--- src/rtl/rtc_regfile.sv ---
module rtc_regfile #(
  parameter int TICKS_PER_SEC   = 32768,
  parameter int WR_BUSY_CYCLES  = 4,
  parameter bit UNLOCK_REQUIRED = 1'b1
) (
  input  logic        clk,
  input  logic        rst_n,
  input  logic        tick_en,
  input  logic        wr_en,
  input  logic        rd_en,
  input  logic [7:0]  addr,
  input  logic [31:0] wdata,
  output logic [31:0] rdata,
  output logic        irq
);
  localparam int PW = (TICKS_PER_SEC > 1) ? $clog2(TICKS_PER_SEC) : 1;
  localparam int BW = $clog2(WR_BUSY_CYCLES + 1);
  localparam logic [7:0] A_CTRL = 8'h00, A_SEC = 8'h04, A_ALM = 8'h08,
                         A_SCR = 8'h34, A_KEY = 8'h3C;
  localparam logic [31:0] KEY = 32'h0000_A55A;

  logic [PW-1:0] pre;
  logic [BW-1:0] busy;
  logic [31:0]   sec, alm, scr;
  logic          run, alm_en, alm_ie, sec_ie, alm_f, sec_f, match_q;
  logic          unlocked, ready, wr_ok, sec_tick, match, alm_hit;

  assign ready    = (busy == '0);
  assign wr_ok    = wr_en && ready && (unlocked || addr == A_KEY);
  assign sec_tick = run && tick_en && (pre == PW'(TICKS_PER_SEC - 1));
  assign match    = (sec == alm);
  assign alm_hit  = alm_en && match && !match_q;
  assign irq      = (alm_f && alm_ie) || (sec_f && sec_ie);

  generate
    if (UNLOCK_REQUIRED) begin : g_lock
      logic key_q;
      always_ff @(posedge clk or negedge rst_n)
        if (!rst_n) key_q <= 1'b0;
        else if (wr_ok) key_q <= (addr == A_KEY) ? (wdata == KEY) : 1'b0;
      assign unlocked = key_q;
    end else begin : g_open
      assign unlocked = 1'b1;
    end
  endgenerate

  always_ff @(posedge clk or negedge rst_n)
    if (!rst_n) busy <= '0;
    else if (wr_ok) busy <= BW'(WR_BUSY_CYCLES);
    else if (!ready) busy <= busy - 1'b1;

  always_ff @(posedge clk or negedge rst_n)
    if (!rst_n) pre <= '0;
    else if (run && tick_en) pre <= (pre == PW'(TICKS_PER_SEC - 1)) ? '0 : pre + 1'b1;

  always_ff @(posedge clk or negedge rst_n)
    if (!rst_n) sec <= '0;
    else if (wr_ok && addr == A_SEC) sec <= wdata;
    else if (sec_tick) sec <= sec + 32'd1;

  always_ff @(posedge clk or negedge rst_n)
    if (!rst_n) begin
      alm <= '0;
      scr <= '0;
    end else if (wr_ok) begin
      if (addr == A_ALM) alm <= wdata;
      if (addr == A_SCR) scr <= wdata;
    end

  always_ff @(posedge clk or negedge rst_n)
    if (!rst_n) begin
      {run, alm_en, alm_ie, sec_ie} <= '0;
      {alm_f, sec_f, match_q} <= '0;
    end else begin
      match_q <= match;
      if (wr_ok && addr == A_CTRL) begin
        run    <= wdata[0];
        alm_en <= wdata[2];
        alm_ie <= wdata[3];
        sec_ie <= wdata[5];
      end
      if (sec_tick) sec_f <= 1'b1;
      else if (wr_ok && addr == A_CTRL && !wdata[6]) sec_f <= 1'b0;
      if (alm_hit) alm_f <= 1'b1;
      else if (wr_ok && addr == A_CTRL && !wdata[4]) alm_f <= 1'b0;
    end

  always_ff @(posedge clk or negedge rst_n)
    if (!rst_n) rdata <= '0;
    else if (rd_en)
      case (addr)
        A_CTRL:  rdata <= {24'd0, ready, sec_f, sec_ie, alm_f, alm_ie, alm_en, 1'b0, run};
        A_SEC:   rdata <= sec;
        A_ALM:   rdata <= alm;
        A_SCR:   rdata <= scr;
        A_KEY:   rdata <= {unlocked && UNLOCK_REQUIRED, 31'd0};
        default: rdata <= '0;
      endcase

  // an accepted write lowers ready on the next cycle
  p_ready_drop_r5: assert property (@(posedge clk) disable iff (!rst_n)
    wr_ok |=> !ready);

  // unlock is spent by one accepted write elsewhere
  p_lock_once_r4: assert property (@(posedge clk) disable iff (!rst_n)
    (wr_ok && addr != A_KEY && UNLOCK_REQUIRED) |=> !unlocked);

  // locked writes leave the scratch word alone
  p_locked_ignore_r4: assert property (@(posedge clk) disable iff (!rst_n)
    (wr_en && !unlocked && addr == A_SCR) |=> $stable(scr));

  // seconds hold while the run bit is low
  p_sec_hold_r6: assert property (@(posedge clk) disable iff (!rst_n)
    (!run && !(wr_ok && addr == A_SEC)) |=> $stable(sec));

  // a tick flag is only lost through a control write
  p_sec_flag_sticky_r8: assert property (@(posedge clk) disable iff (!rst_n)
    (sec_f && !(wr_ok && addr == A_CTRL)) |=> sec_f);
endmodule

--- config.mk ---
export PLATFORM = sky130hd
export DESIGN_NAME = rtc_regfile
export DESIGN_NICKNAME = d
export VERILOG_FILES = /design/src/rtl/rtc_regfile.sv
export SDC_FILE = /design/constraint.sdc
export NUM_CORES = 1
export LEC_CHECK = 0
export CORE_AREA = 4 4 143 145
export DETAILED_ROUTE_END_ITERATION = 7
export DIE_AREA = 0 0 147 149
export PLACE_DENSITY_LB_ADDON = 0.3
export SYNTH_ARGS = -nofsm -noshare
export SYNTH_HDL_FRONTEND = slang
export SYNTH_SLANG_ARGS = --single-unit
--- constraint.sdc ---
create_clock -name clk -period 1.91 [get_ports clk]
set_clock_uncertainty 0.1 [all_clocks]
set_input_delay 0.382 -clock clk [delete_from_list [all_inputs] [get_ports clk]]
set_output_delay 0.382 -clock clk [all_outputs]
set_load 0.005 [all_outputs]
==> results.yml <==
setup_path:
  path_cells: "nand4_1, or3_4, buf_6, buf_6, nor4_4, xnor2_1, a21oi_1"
  max_stage_delay_ps: 380
  crit_required_ps: 2120
  crit_path_frequent_cell: "buf_6"
  crit_buf_inv: 2
  crit_family: "simple AND/OR/NAND/NOR gates"
  critPathArrivalTime_ps: 2170
  cp-end-kind: "flop"
  cpMaxStageDelayCell: "or3_4"
  cp_max_fo: 3
  startpoint_type: "flop"
  crit_type: "reg -> reg"
die:
  placementRows: 51
  coreArea_um2: 19210
  start_util: 0.3910
  die_w_um: 147
  ios: 78
  die_area_um2: 21900
  die_h_um: 149
finish:
  syn2layout_area_growth_pct: 44.74
  final_util: 0.5659
  drive_above_1_share: 0.3529
  layoutNonFillerInstCount: 1169
  seqCellArea_um2: 3856
  antennaDiodeCount: 0
  multi_input_area_um2: 3635
  fill_cells: 1557
  final_nets: 941
power:
  p_leak_nw: 5.161
  p_int_mw: 5.546
  p_seq_frac: 0.461
  combPwrFrac: 0.083
  peakVddDrop_mv: 0.6675
  p_clk_frac: 0.455
  switchingPower_mw: 1.668
  p_sw_frac: 0.2312
  power_density_nw_per_um2: 663.7
timing:
  slew_viol_final: 0
  finalWorstSetupSlack_ps: -56.49
  hold_viol_final: 0
  fin_crit_ps: 1966
  hold_ws_ps: 333.5
  slew_headroom: 0.6756
  max_freq_mhz: 508.5
  rsz0062_at_grt: "yes"
  worst_pin_slew_ps: 482.1
  setup_viol: 5
  finalCritPeriodShare: 1.030
routing:
  wl_per_cell_um: 20.42
  drt_iter0_drc: 556
  drc_errors: 0
  vias: 6414
  dr.pass1.iters: 6
  drtAntennaViolNets: 0
  drt-total-wl_um: 23870
  vias_per_cell: 5.487
global_route:
  grt_pass1_wl_um: 35250
  grt_remaining_overflow: 0
  first_global_vias: 6467
  grt_max_degree: 47
  antenna_found_initial: 0
  grt.total_usage: 0.2056
synthesis:
  synthCells: 683
  synthArstFlopShare: 1.000
  ys_seq_elements: 154
  synthFlopType: "dfrtp_1"
  yosysWarnings: 0
  synth_edf_count: 0
  netlist_top_cells_area: "dfrtp_1, mux2_2, xor2_1"
  yosysSeqAreaShare: 0.5132
  syn_avg_cell_area_um2: 11.00
  synth_top_area_frac: 0.5132
  synth_nets: 732
  synthTopCellsByCount: "dfrtp_1, mux2_2, nor2_1, xor2_1, inv_1"
  yosysMostFrequentCell: "dfrtp_1"
  ys_types: 53
  netlist_area_um2: 7510
  synth.largest_area_cell: "dfrtp_1"
clocking:
  cts_tree: "done"
  cts_buffer_depth: 2
  cts_made_buffers: 17
  cts.htree.levels: 4
  clock-root-buffer: "clkbuf_16"
  clk_pin_slew_ps: 60
  worstSkewPairLatency_ps: 430
  cts.sinks: 154
placed_design:
  placed_cells: 1102
  hpwl_um: 15170
  io_buffers: 77
  place_congestion: 0.8795
run:
  max_cap_violations: 0
outcome:
  violations: "setup timing"
  status: "finished with violations"
min_path:
  hp-class: "in -> async"
## sequential cells by signal, summed over array words and instances (netlist names)
| signal | cells |
|---|---|
| alm_en | 1 |
| alm_f | 1 |
| alm | 32 |
| scr | 32 |
| busy | 3 |
| sec | 32 |
| alm_ie | 1 |
| pre | 15 |
| run | 1 |
| g_lock.key_q | 1 |
| sec_f | 1 |
| sec_ie | 1 |
| match_q | 1 |
| rdata | 32 |
## power by group through the flow
stage               sequential [mW]  combinational [mW]  clock, mW
global placement               3.38               0.441          0
floorplan                      3.38               0.123          0
CTS                            3.33               0.507       3.33
detailed placement             3.38               0.468          0
global route                   3.33               0.659       3.49
finish                         3.33               0.601       3.29
## routing by layer
layer  up-vias  track usage  wire, µm
met5         -            0         0
met3        60      0.04527      1586
met4         0      0.05918       668
met1      3197       0.2703      9670
met2       251       0.3443     11950
li1       2906            -         -
## cells in the final DEF (no fill, tap or decap), drive strengths merged, types with 7 or more instances in the layout
master         instances
nor2                  55
a21oi                 37
inv                   40
xnor2                 28
clkinv                 7
nand4                 16
xor2                  46
nor3                  14
dfrtp                154
nand3                 13
o22ai                 32
dlygate4sd2            8
o21ai                  9
a21boi                 7
nand2                 33
clkdlybuf4s50         67
a222oi                31
clkbuf                24
nor4                  16
buf                  147
and3                  10
mux2                  70
## worst paths after layout
check | startpoint | end | slack, ps | cells after the start
max | sec[8]$_DFFE_PN0P_ | sec[30]$_DFFE_PN0P_ | -60 | 7
min | rst_n | pre[11]$_DFFE_PN0P_ | 330 | 2
max reg2reg | sec[8]$_DFFE_PN0P_ | sec[30]$_DFFE_PN0P_ | -60 | 7
min reg2reg | pre[8]$_DFFE_PN0P_ | pre[8]$_DFFE_PN0P_ | 390 | 1
max in group asynchronous | rst_n | sec[23]$_DFFE_PN0P_ | 770 | 3
min in group clk | pre[8]$_DFFE_PN0P_ | pre[8]$_DFFE_PN0P_ | 390 | 1
## cell families after synthesis
logic type,after synthesis,synth area share
fa+ha+maj,4,0.006665
xor+xnor,74,0.08631
flops,154,0.5132
simple gates,178,0.1283
buf+inv,80,0.04715
compound gates,122,0.1121
mux,71,0.1063
## stage by stage
stage               instance area, µm²  setup WS [ps]  total power [mW]  setup TNS [ps]
finish                           10870         -56.49             7.213          -127.6
floorplan                         7531         -20.31             3.500          -609.3
CTS                              10340         -101.5             7.164           -1031
global route                     10870         -115.3             7.479           -3281
global placement                  9422         -573.3             3.817          -70870
detailed placement                9422         -656.2             3.850          -79970
## repair_timing
action	CTS	global route
resized for setup	66	48
setup endpoints to repair	134	125
hold buffers	1	0
endpoints found under the hold margin	37	0
pin swaps	15	37
setup buffers	10	14
gates cloned	3	8
## worst reg2reg max path: stages (launching register included)
cell	delay, ps
dfrtp_1	360
nand4_1	180
or3_4	380
buf_6	130
buf_6	130
nor4_4	290
xnor2_1	170
a21oi_1	110
## layout make-up
cell class | count | area share
Sequential cell | 154 | 0.3548
Tap cell | 265 | 0.03051
Multi-Input combinational cell | 449 | 0.3344
Clock buffer | 18 | 0.04041
Clock inverter | 13 | 0.01186
Inverter | 40 | 0.01381
Timing Repair Buffer | 230 | 0.2142
Power figures use the tool's default switching activity.
